===== config.mk =====
export PLATFORM = sky130hd
export DESIGN_NAME = refresh_sched
export DESIGN_NICKNAME = d
export VERILOG_FILES = /design/src/rtl/rfs_pkg.sv /design/src/rtl/rfs_interval_timer.sv /design/src/rtl/rfs_idle_qual.sv /design/src/rtl/rfs_rfc_lock.sv /design/src/rtl/refresh_sched.sv
export SDC_FILE = /design/constraint.sdc
export NUM_CORES = 1
export LEC_CHECK = 0
export CAP_MARGIN = 20
export CORE_MARGIN = 2
export CORE_UTILIZATION = 54
export DETAILED_ROUTE_END_ITERATION = 12
export MAX_ROUTING_LAYER = met4
export PLACE_DENSITY = 0.78
export SETUP_SLACK_MARGIN = 0.4
export SYNTH_ARGS = -nofsm -noshare
export SYNTH_HDL_FRONTEND = slang
export SYNTH_HIERARCHICAL = 1
export SYNTH_SLANG_ARGS = --single-unit

===== constraint.sdc =====
create_clock -name clk -period 4.3 [get_ports clk]
set_input_delay 1.075 -clock clk [delete_from_list [all_inputs] [get_ports clk]]
set_output_delay 1.075 -clock clk [all_outputs]
set_load 0.02 [all_outputs]

===== src/rtl/rfs_pkg.sv =====
package rfs_pkg;

    typedef enum logic [1:0] {
        ST_QUIET  = 2'd0,
        ST_OWED   = 2'd1,
        ST_URGENT = 2'd2,
        ST_RFC    = 2'd3
    } sched_state_t;

    typedef struct packed {
        logic cs_n;
        logic ras_n;
        logic cas_n;
        logic we_n;
    } ddr_cmd_t;

    localparam ddr_cmd_t CMD_REF   = '{cs_n: 1'b0, ras_n: 1'b0, cas_n: 1'b0, we_n: 1'b1};
    localparam ddr_cmd_t CMD_PRE   = '{cs_n: 1'b0, ras_n: 1'b0, cas_n: 1'b1, we_n: 1'b0};
    localparam ddr_cmd_t CMD_DESEL = '{cs_n: 1'b1, ras_n: 1'b1, cas_n: 1'b1, we_n: 1'b1};

endpackage


===== src/rtl/rfs_interval_timer.sv =====
module rfs_interval_timer #(
    parameter int W = 16
) (
    input  logic         clk,
    input  logic         rst_n,
    input  logic [W-1:0] period,
    output logic         tick
);
    logic [W-1:0] cnt;

    assign tick = (cnt == period - 1'b1);

    always_ff @(posedge clk or negedge rst_n) begin
        if (!rst_n)    cnt <= '0;
        else if (tick) cnt <= '0;
        else           cnt <= cnt + 1'b1;
    end

    // one expiry, then at least one quiet cycle when the period exceeds one
    p_tick_gap_r2: assert property (@(posedge clk) disable iff (!rst_n)
        (tick && period > 1) |=> !tick);

endmodule


===== src/rtl/rfs_idle_qual.sv =====
module rfs_idle_qual #(
    parameter int W = 8
) (
    input  logic         clk,
    input  logic         rst_n,
    input  logic [W-1:0] need,
    input  logic         bank_idle,
    input  logic         pre_seen,
    output logic         idle_ok
);
    logic [W-1:0] cnt;

    always_ff @(posedge clk or negedge rst_n) begin
        if (!rst_n)                     cnt <= '0;
        else if (!bank_idle || pre_seen) cnt <= '0;
        else if (cnt != '1)             cnt <= cnt + 1'b1;
    end

    assign idle_ok = bank_idle && (cnt >= need);

    // a freshly idle bank set cannot qualify when a precharge time is required
    p_fresh_idle_r7: assert property (@(posedge clk) disable iff (!rst_n)
        ($rose(bank_idle) && need != '0) |-> !idle_ok);

endmodule


===== src/rtl/rfs_rfc_lock.sv =====
module rfs_rfc_lock #(
    parameter int W = 10
) (
    input  logic         clk,
    input  logic         rst_n,
    input  logic         load,
    input  logic [W-1:0] len,
    output logic         busy,
    output logic         last
);
    logic [W-1:0] cnt;

    always_ff @(posedge clk or negedge rst_n) begin
        if (!rst_n)          cnt <= '0;
        else if (load)       cnt <= len;
        else if (cnt != '0)  cnt <= cnt - 1'b1;
    end

    assign busy = (cnt != '0);
    assign last = (cnt == W'(1));

    // a nonzero lockout opens the window on the next cycle
    p_lock_opens_r8: assert property (@(posedge clk) disable iff (!rst_n)
        (load && len != '0) |=> busy);

endmodule


===== src/rtl/refresh_sched.sv =====
module refresh_sched
    import rfs_pkg::*;
#(
    parameter int TREFI_W   = 16,
    parameter int TRFC_W    = 10,
    parameter int TRP_W     = 8,
    parameter int DEBT_MAX  = 9,
    parameter int URGENT_AT = 8,
    localparam int DEBT_W   = $clog2(DEBT_MAX + 1)
) (
    input  logic               clk,
    input  logic               rst_n,
    input  logic [TREFI_W-1:0] cfg_trefi,
    input  logic [TRFC_W-1:0]  cfg_trfc,
    input  logic [TRP_W-1:0]   cfg_trp,
    input  logic               bank_idle,
    input  logic               cmd_cs_n,
    input  logic               cmd_ras_n,
    input  logic               cmd_cas_n,
    input  logic               cmd_we_n,
    output logic               ref_req,
    output logic               ref_urgent,
    output logic               ref_cs_n,
    output logic               ref_ras_n,
    output logic               ref_cas_n,
    output logic               ref_we_n,
    output logic               rfc_busy,
    output logic               violation,
    output logic [DEBT_W-1:0]  ref_debt
);
    localparam logic [DEBT_W-1:0] DEBT_TOP = DEBT_W'(DEBT_MAX);
    localparam logic [DEBT_W-1:0] DEBT_URG = DEBT_W'(URGENT_AT);

    ddr_cmd_t     seen_cmd, out_cmd;
    logic         ref_seen, pre_seen;
    logic         tick, idle_ok, lock_busy, lock_last;
    logic [DEBT_W-1:0] debt, debt_nxt;
    sched_state_t state, state_nxt;

    assign seen_cmd = '{cs_n: cmd_cs_n, ras_n: cmd_ras_n, cas_n: cmd_cas_n, we_n: cmd_we_n};
    assign ref_seen = (seen_cmd == CMD_REF);
    assign pre_seen = (seen_cmd == CMD_PRE);

    rfs_interval_timer #(.W(TREFI_W)) u_timer (
        .clk(clk), .rst_n(rst_n), .period(cfg_trefi), .tick(tick)
    );

    rfs_idle_qual #(.W(TRP_W)) u_idle (
        .clk(clk), .rst_n(rst_n), .need(cfg_trp), .bank_idle(bank_idle),
        .pre_seen(pre_seen), .idle_ok(idle_ok)
    );

    rfs_rfc_lock #(.W(TRFC_W)) u_lock (
        .clk(clk), .rst_n(rst_n), .load(ref_seen), .len(cfg_trfc),
        .busy(lock_busy), .last(lock_last)
    );

    // Owed-refresh bookkeeping
    always_comb begin
        if (tick && !ref_seen)
            debt_nxt = (debt == DEBT_TOP) ? debt : debt + 1'b1;
        else if (ref_seen && !tick && debt != '0)
            debt_nxt = debt - 1'b1;
        else
            debt_nxt = debt;
    end

    always_ff @(posedge clk or negedge rst_n) begin
        if (!rst_n) debt <= '0;
        else        debt <= debt_nxt;
    end

    // Next-state selection
    always_comb begin
        if (ref_seen && cfg_trfc != '0)
            state_nxt = ST_RFC;
        else if (state == ST_RFC && !lock_last && !ref_seen)
            state_nxt = ST_RFC;
        else if (debt_nxt >= DEBT_URG)
            state_nxt = ST_URGENT;
        else if (debt_nxt != '0)
            state_nxt = ST_OWED;
        else
            state_nxt = ST_QUIET;
    end

    always_ff @(posedge clk or negedge rst_n) begin
        if (!rst_n) state <= ST_QUIET;
        else        state <= state_nxt;
    end

    // Outputs decoded from the state
    always_comb begin
        ref_req    = 1'b0;
        ref_urgent = 1'b0;
        rfc_busy   = 1'b0;
        unique case (state)
            ST_QUIET:  ;
            ST_OWED:   ref_req = 1'b1;
            ST_URGENT: begin
                ref_req    = 1'b1;
                ref_urgent = 1'b1;
            end
            ST_RFC:    rfc_busy = 1'b1;
            default:   ;
        endcase
    end

    assign out_cmd   = (ref_req && idle_ok) ? CMD_REF : CMD_DESEL;
    assign ref_cs_n  = out_cmd.cs_n;
    assign ref_ras_n = out_cmd.ras_n;
    assign ref_cas_n = out_cmd.cas_n;
    assign ref_we_n  = out_cmd.we_n;
    assign ref_debt  = debt;

    always_ff @(posedge clk or negedge rst_n) begin
        if (!rst_n) violation <= 1'b0;
        else        violation <= ref_seen && (!idle_ok || lock_busy);
    end

    // debt never passes its ceiling
    p_debt_cap_r3: assert property (@(posedge clk) disable iff (!rst_n)
        debt <= DEBT_TOP);

    // an expiry without a refresh raises the debt by one
    p_tick_incr_r2: assert property (@(posedge clk) disable iff (!rst_n)
        (tick && !ref_seen && debt < DEBT_TOP) |=> (debt == $past(debt) + 1'b1));

    // urgency implies the debt limit
    p_urgent_debt_r5: assert property (@(posedge clk) disable iff (!rst_n)
        ref_urgent |-> (debt >= DEBT_URG));

    // lockout state agrees with the lockout counter
    p_busy_match_r8: assert property (@(posedge clk) disable iff (!rst_n)
        rfc_busy == lock_busy);

    // a proposed refresh only when banks qualify and no lockout
    p_ref_gate_r6: assert property (@(posedge clk) disable iff (!rst_n)
        !ref_cs_n |-> (idle_ok && !lock_busy && debt != '0));

    // refresh during lockout is flagged
    p_viol_busy_r9: assert property (@(posedge clk) disable iff (!rst_n)
        (ref_seen && lock_busy) |=> violation);

endmodule


==> results of run 1 <==
repair_timing:
| action | in CTS | in global routing |
|---|---|---|
| endpoints found under the setup margin | 5 | 7 |
| pin swaps | 4 | 8 |
| gates resized for setup | 14 | 22 |
| buffers inserted | 0 | 5 |
logic make-up after synthesis:
kind of cell	count (synthesis)
xor gates and xnor gates	39
AOI/OAI and AO/OA	58
DFF	41
buffers and inverters	43
adders and majority gates	18
and+or+nand+nor	153
other	1
muxes	6
synthesized netlist by cell type (9+ instances only):
library cell	n
sky130_fd_sc_hd__inv_1	24
sky130_fd_sc_hd__nand2_1	30
sky130_fd_sc_hd__nand4_1	9
sky130_fd_sc_hd__dfrtp_1	41
sky130_fd_sc_hd__ha_1	18
sky130_fd_sc_hd__and3_1	9
sky130_fd_sc_hd__xor2_1	21
sky130_fd_sc_hd__xnor2_1	18
sky130_fd_sc_hd__a21oi_1	10
sky130_fd_sc_hd__nor2_1	41
sky130_fd_sc_hd__nand3_1	13
metal layers:
metal  global-route usage, %  up-vias
met1                    29.4     1332
met4                    7.46        0
met2                    40.7       80
met3                    4.61        6
li1                        -     1383
met5                       -        -
power groups by stage:
stage | combinational (mW) | sequential (mW) | clock (mW)
6_report | 0.655 | 0.617 | 0.278
5_1_grt | 0.729 | 0.634 | 0.304
4_1_cts | 0.635 | 0.615 | 0.289
3_5_place_dp | 0.626 | 0.620 | 0
3_3_place_gp | 0.611 | 0.616 | 0
2_1_floorplan | 0.417 | 0.602 | 0
how the worst min path moves through the flow:
stage,from,to,slack (ns),cells after the start
after detailed placement,u_timer/cnt[0],u_timer/cnt[0],0.55,1
final,u_timer/cnt[0],u_timer/cnt[0],0.57,1
after CTS,u_timer/cnt[0],u_timer/cnt[0],0.56,1
after global placement,u_timer/cnt[0],u_timer/cnt[0],0.54,1
after global routing,u_timer/cnt[0],u_timer/cnt[0],0.59,1
after floorplan,u_timer/cnt[0],u_timer/cnt[0],0.50,1
layout make-up:
type | instances | area (um2) | area share [%]
multi-input combinational | 275 | 1970 | 49.9
sequential | 41 | 1030 | 26.0
timing repair buffer | 70 | 659 | 16.7
inverter | 26 | 97.6 | 2.48
clock buffer | 7 | 96.3 | 2.44
tap | 72 | 90.1 | 2.28
clock inverter | 1 | 5.00 | 0.127
layout by cell type, fill, tap and decap left out, types with 4 or more instances in the layout:
| cell | instances |
|---|---|
| sky130_fd_sc_hd__a21oi_1 | 9 |
| sky130_fd_sc_hd__a31oi_1 | 6 |
| sky130_fd_sc_hd__and3_1 | 9 |
| sky130_fd_sc_hd__buf_2 | 4 |
| sky130_fd_sc_hd__buf_4 | 18 |
| sky130_fd_sc_hd__clkbuf_8 | 7 |
| sky130_fd_sc_hd__clkdlybuf4s50_1 | 38 |
| sky130_fd_sc_hd__dfrtp_1 | 41 |
| sky130_fd_sc_hd__dlymetal6s2s_1 | 9 |
| sky130_fd_sc_hd__ha_1 | 17 |
| sky130_fd_sc_hd__inv_1 | 24 |
| sky130_fd_sc_hd__nand2_1 | 30 |
| sky130_fd_sc_hd__nand3_1 | 13 |
| sky130_fd_sc_hd__nand4_1 | 9 |
| sky130_fd_sc_hd__nor2_1 | 40 |
| sky130_fd_sc_hd__nor2b_1 | 4 |
| sky130_fd_sc_hd__nor3_1 | 7 |
| sky130_fd_sc_hd__nor4_1 | 4 |
| sky130_fd_sc_hd__nor4_2 | 4 |
| sky130_fd_sc_hd__o21ai_0 | 6 |
| sky130_fd_sc_hd__o21ai_1 | 8 |
| sky130_fd_sc_hd__o31ai_1 | 4 |
| sky130_fd_sc_hd__or4_1 | 4 |
| sky130_fd_sc_hd__xnor2_1 | 17 |
| sky130_fd_sc_hd__xor2_1 | 21 |
state kept, by name, summed over array words and instances (netlist names):
signal,cells
state,2
violation,1
u_idle/cnt,8
ref_debt,4
u_lock/cnt,10
u_timer/cnt,16
==> results.md, run 1 <==
| Item | Value |
| --- | --- |
| Fin area | 0.00394 mm2 |
| Drt total wl | 6860 um |
| End of the critical path | ref_ras_n |
| Endpoint class of the critical path | output port |
| Synthesized-area fraction occupied by ao, oa, aoi and oai cells | 12.7% |
| Critical register-to-register path startpoint | u_timer/cnt[6] |
| Synth Net Count | 418 |
| Flop2flop setup slack | 1.26 ns |
| Minimum clock period after layout | 3.81 ns |
| Maximum VDD drop | 0.363 mV |
| Fill cell total of the finished layout | 453 |
| Via count | 2,801 |
| Count of placed standard cells including taps | 479 |
| Number of buffers inserted during clock tree synthesis | 5 |
| Power after layout | 1.55 mW |
| Clock network fraction of total power | 17.9% |
| Wire length of the first global-routing pass | 11,900 um |
| Final-report hold violation count | 0 |
| Sequential share of the synthesized area | 32.8% |
| Sequential Power Share | 39.8% |
| Net count of the finished layout | 478 |
| Critical path's top delay family | buffers and inverters |
| Simple logic cell fraction of the synthesized area | 27.6% |
| Internal power of the cells | 958 uW |
| Max Clock Freq | 263 MHz |
| Power per cell area | 393 mW/mm2 |
| Main combinational cell family by area after synthesis | simple AND/OR/NAND/NOR gates |
| Boundary Pins | 53 |
| Main area contributors after synthesis | sky130_fd_sc_hd__dfrtp_1 33%, sky130_fd_sc_hd__ha_1 7.2%, sky130_fd_sc_hd__xor2_1 5.9% |
| Cell with the largest stage delay on the worst path | sky130_fd_sc_hd__clkdlybuf4s50_1 |
| Initial antenna violation count | 0 |
| Setup Skew | 0.00390 ns |
| TritonCTS clock tree | built |
| CTS root buffer | sky130_fd_sc_hd__clkbuf_8 |
| Starting density of the core | 56.4% |
| Status | finished, final reports clean |
| Buffers on Ports | 51 |
| Total congestion overflow after global routing | 0 |
| Number of synthesis warnings | 6 |
| Fin worst setup slack | 0.494 ns |
| Period utilisation layout | 88.5% |
| Clock buffer depth | 2 |
| Transition time at the pin with the least slew margin | 0.916 ns |
| Total placed instance area | 0.00374 mm2 |
| Number of H-tree levels | 2 |
| HPWL after DPL | 5140 um |
| Synthesized flop and latch total | 41 |
| Total Die Area | 0.00641 mm2 |
| Length of routed wiring on met1 | 3030 um |
| Final worst hold slack | 0.565 ns |
| Vias in the first global route | 2,737 |
| End of the worst register-to-register path | state[0] |
| Area grow syn2layout | 26.1% |
| Total iterations of the first detailed-routing run | 4 |
| Biggest area consumer among synthesized cells | sky130_fd_sc_hd__dfrtp_1 |
| Bufs and invs on worst path | 3 |
| Max capacitance violation total | 0 |
| Worst setup timing slack at the placement stage | -0.0569 ns |
| Critical path, cell by cell | clkdlybuf4s50_1 > inv_1 > ha_1 > a211oi_1 > a2111oi_2 > o21a_1 > nand2_1 > buf_2 |
| Fraction of synthesized area in multiplexers | 2.44% |
| Length of routed met3 wiring | 388 um |
| Final slew viol count | 0 |
| Residual DRC count | 0 |
| Post-synthesis average cell area | 8.71 um2 |
| Register-to-Register Path Depth | 11 |
| Highest layer used for signal routing | met4 |
| # setup viols final | 0 |
| DRC marker count from the first detailed-route iteration | 106 |
| Commonest register cell after synthesis | sky130_fd_sc_hd__dfrtp_1 |
| Final cell utilization of the core | 71.2% |
| Final RePlAce weighted congestion | 0.828 |
| Synth top area share | 32.8% |
| Power spent charging and discharging nets | 591 uW |
| Die width | 80.1 um |
| Required time at the worst-slack endpoint | 3.22 ns |
| Die Height | 80.1 um |
| Diode insertion count for antenna repair | 0 |
| Critical Setup Path Class | in -> out |
| Largest driver fanout on the critical path | 3 |
| Number of flops mapped to enable cells by yosys | 0 |
| Number of routed nets with antenna violations | 0 |
| Share of power burned in combinational logic | 42.2% |
| CTS clk-pin slew, worst paths | 0.08 ns |
| Number of logic stages on the critical path including buffering | 8 |
| Core region area | 0.00554 mm2 |
| Met2 wire length | 3410 um |
| Via density per instance | 5.69 |
| Startpoint type of the worst setup path | input port |
| Count of placed standard cells in the final layout, fillers left out | 492 |
| Relative slew slack | 39.0% |
| Clock sink total | 41 |
| Synth cell types | 64 |
| Routed wire per std cell | 14.0 um |
| Crit. Startpoint | cfg_trp[2] |
| Async S/R FF share, synth | 100% |
| Aggregate negative setup slack | 0 ns |
| Post-synthesis share of cell area spent on xor and xnor gates | 10.9% |
| Mapped Area | 0.00313 mm2 |
| Adder-cell share of the synthesized area | 7.21% |
| Worst-skew pair later-pin latency | 0.29 ns |
| Number of standard-cell rows in the floorplan | 27 |
| Mapped Cells | 359 |
| Leak Pwr | 1.77 nW |
| Number of hold-repair buffers added at the cts stage | 0 |
| Worst min-delay path class | reg -> reg |
| Switching portion of total power | 38.1% |
| Setup repair after global routing missed its margin | yes |
| Largest net degree at the start of global routing | 42 |
| Total GRT Usage | 24.1% |
| Crit path largest cell delay | 0.45 ns |
| Critical path data arrival time | 2.73 ns |
| Share of layout cells above drive strength 1 | 15.5% |
Power figures use the tool's default switching activity.
==> run 2, diff against run 1 <==
Settings changed: CORE_UTILIZATION 54 to 49, PLACE_DENSITY 0.78 to 0.75, SKIP_CTS_REPAIR_TIMING set to 1.
Clock period 4.3 ns to 3.1 ns, I/O delays scaled along.
==> run 2 against run 1 <==
Compared with the run above: the run now ends with negative setup slack left; worst hold slack improved by 0.032 ns; die area rose by 9.7%; sequential cell count stayed put; non-clock buffer count grew 29; wire length rose by 18%; via count increased by 6.9%; global-route usage fell by 2.4 points; combinational power up 54%; setup slack worse by 0.74 ns; clock skew increased by 0.00074 ns; critical path type is now in -> reg; critical endpoint is now state[0]; highest routed layer unchanged.
==> results.md, run 2 (synthesis results as in run 1) <==
| Item | Value | vs previous |
| --- | --- | --- |
| Status | complete, but fails checks |  |
| Failing checks | negative setup slack |  |
| Via count | 2,994 | +6.9% |
| Boundary Pins | 53 | unchanged |
| Number of routed nets with antenna violations | 0 | unchanged |
| Power per cell area | 483 mW/mm2 | +23% |
| Worst-skew pair later-pin latency | 0.29 ns | about the same |
| Setup Skew | 0.00465 ns | +0.000745 ns |
| Origin of the worst min-delay path | u_timer/cnt[0] |  |
| Relative slew slack | 38.5% | -0.41 points |
| Register area | 0.00103 mm2 | unchanged |
| Period utilisation layout | 108% |  |
| Number of standard-cell rows in the floorplan | 29 | +7.4% |
| Aggregate negative setup slack | -0.525 ns | -0.525 ns |
| Critical path's top delay family | simple AND/OR/NAND/NOR gates |  |
| Total congestion overflow after global routing | 0 | unchanged |
| Number of cells on the worst hold path | 1 | unchanged |
| Maximum VDD drop | 0.433 mV | +19% |
| Flop2flop setup slack | -0.01 ns | -1.27 ns |
| Area grow syn2layout | 46.8% |  |
| Diode insertion count for antenna repair | 0 | unchanged |
| Routed wire per std cell | 15.4 um | +10% |
| Initial antenna violation count | 0 | unchanged |
| Buffers on Ports | 51 | unchanged |
| Crit path largest cell delay | 0.55 ns | +0.10 ns |
| Residual DRC count | 0 | unchanged |
| Clock sink total | 41 | unchanged |
| Bufs and invs on worst path | 3 | unchanged |
| Total iterations of the first detailed-routing run | 4 | unchanged |
| CTS clk-pin slew, worst paths | 0.08 ns | about the same |
| Critical path data arrival time | 3.52 ns | +0.79 ns |
| Cell with the largest stage delay on the worst path | sky130_fd_sc_hd__or4_4 |  |
| Most common library cell in the layout ignoring fill and taps | sky130_fd_sc_hd__dfrtp_1 |  |
| # setup viols final | 3 | +3 |
| Wire length of the first global-routing pass | 12,200 um | +2.5% |
| Endpoint class of the critical path | register |  |
| Power after layout | 2.21 mW | +43% |
| TritonCTS clock tree | built |  |
| Die Height | 83.9 um | +4.7% |
| Share of layout cells above drive strength 1 | 33.2% | +18 points |
| Starting density of the core | 50.1% | -6.3 points |
| Vias in the first global route | 2,781 | +1.6% |
| Required time at the worst-slack endpoint | 3.27 ns | +0.05 ns |
| Critical register-to-register path startpoint | u_timer/cnt[6] |  |
| Number of buffers inserted during clock tree synthesis | 5 | unchanged |
| Most flops, register | u_timer/cnt |  |
| Drt total wl | 8080 um | +18% |
| Number of logic stages on the critical path including buffering | 13 | +5 |
| Register-to-Register Path Depth | 10 | -1 |
| Minimum clock period after layout | 3.35 ns |  |
| Fill cell total of the finished layout | 447 | -1.3% |
| Largest driver fanout on the critical path | 5 | +2 |
| Net count of the finished layout | 507 | +6.1% |
| Worst min-delay path class | reg -> reg |  |
| Final slew viol count | 0 | unchanged |
| Max capacitance violation total | 0 | unchanged |
| Die width | 83.9 um | +4.7% |
| Area of the multi-input gates | 0.00228 mm2 | +16% |
| Crit. Startpoint | cfg_trefi[1] |  |
| Transition time at the pin with the least slew margin | 0.922 ns | +0.00616 ns |
| Most frequent cells in the layout | 41 x sky130_fd_sc_hd__dfrtp_1, 39 x sky130_fd_sc_hd__buf_4, 26 x sky130_fd_sc_hd__nand2_1, 26 x sky130_fd_sc_hd__clkdlybuf4s50_1, 23 x sky130_fd_sc_hd__nor2_1 |  |
| Total Die Area | 0.00703 mm2 | +9.7% |
| Max Clock Freq | 299 MHz |  |
| Leading registers by flop count | u_timer/cnt: 16 flops, u_lock/cnt: 10 flops, u_idle/cnt: 8 flops |  |
| Number of H-tree levels | 2 | unchanged |
| HPWL after DPL | 5540 um | +7.9% |
| Final RePlAce weighted congestion | 0.905 | +9.3% |
| Largest net degree at the start of global routing | 42 | unchanged |
| Final-report hold violation count | 0 | unchanged |
| Critical Setup Path Class | in -> reg |  |
| Critical path, cell by cell | buf_8 > clkinv_4 > ha_4 > nor2b_4 > and3_4 > or4_4 > nor4_4 > nand2_1 > nor4_2 > buf_4 > mux4_2 > nor3_2 > o21ai_1 |  |
| Setup repair after global routing missed its margin | yes |  |
| Clock buffer depth | 2 | unchanged |
| Via density per instance | 5.69 | about the same |
| Core region area | 0.00624 mm2 | +13% |
| Worst setup timing slack at the placement stage | -0.960 ns | -0.903 ns |
| DRC marker count from the first detailed-route iteration | 178 | +68% |
| Leak Pwr | 2.00 nW | +13% |
| CTS root buffer | sky130_fd_sc_hd__clkbuf_8 |  |
| Largest register FFs | 16 | unchanged |
| Fin worst setup slack | -0.246 ns | -0.740 ns |
| Startpoint type of the worst setup path | input port |  |
| Total GRT Usage | 21.7% | -2.4 points |
[run 2: per-layer routing]
metal  GRT usage, %  vias to the layer above  wire [um]
met5              -                        -          0
met4           4.99                        0         99
met3           3.26                       10        436
met2           37.1                      111       4150
met1           27.2                     1429       3390
li1               -                     1444          -
[run 2: layout make-up]
cell class | instances | area share (%)
Sequential cell | 41 | 22.4
Clock buffer | 6 | 1.58
Multi-Input combinational cell | 275 | 49.6
Inverter | 26 | 2.78
Tap cell | 77 | 2.10
Clock inverter | 2 | 0.218
Timing Repair Buffer | 99 | 21.3
[run 2: report_power, final]
group	leakage (nW)	switching, mW	total (mW)	internal (mW)
combinational	1.43	0.494	1.01	0.515
clock	0.0450	0.185	0.341	0.156
sequential	0.522	0.195	0.864	0.669
total	2.00	0.874	2.21	1.34
[run 2: through the flow]
step	cell area, um2	hold WS (ns)	utilization (%)	instances
CTS	4060	0.560	65.1	511
global placement	3980	0.543	63.8	503
floorplan	3210	0.479	-	359
global route	4590	0.606	73.5	526
detailed placement	3980	0.548	63.8	503
finish	4590	0.597	73.5	526
[run 2: worst register-to-register path, stage by stage, from the launching register on]
cell and delay, ns:
sky130_fd_sc_hd__dfrtp_1 0.45, sky130_fd_sc_hd__xnor2_1 0.18, sky130_fd_sc_hd__and3_4 0.19, sky130_fd_sc_hd__or4_4 0.55, sky130_fd_sc_hd__nor4_4 0.29, sky130_fd_sc_hd__nand2_1 0.10
sky130_fd_sc_hd__nor4_2 0.27, sky130_fd_sc_hd__buf_4 0.17, sky130_fd_sc_hd__mux4_2 0.52, sky130_fd_sc_hd__nor3_2 0.19, sky130_fd_sc_hd__o21ai_1 0.08
[run 2: worst paths after layout]
kind | to
worst max-delay path | state[0]
worst min-delay path | u_timer/cnt[0]
worst max register to register | state[0]
worst min register to register | u_timer/cnt[0]
max in group asynchronous | u_idle/cnt[7]
min in group asynchronous | u_lock/cnt[8]
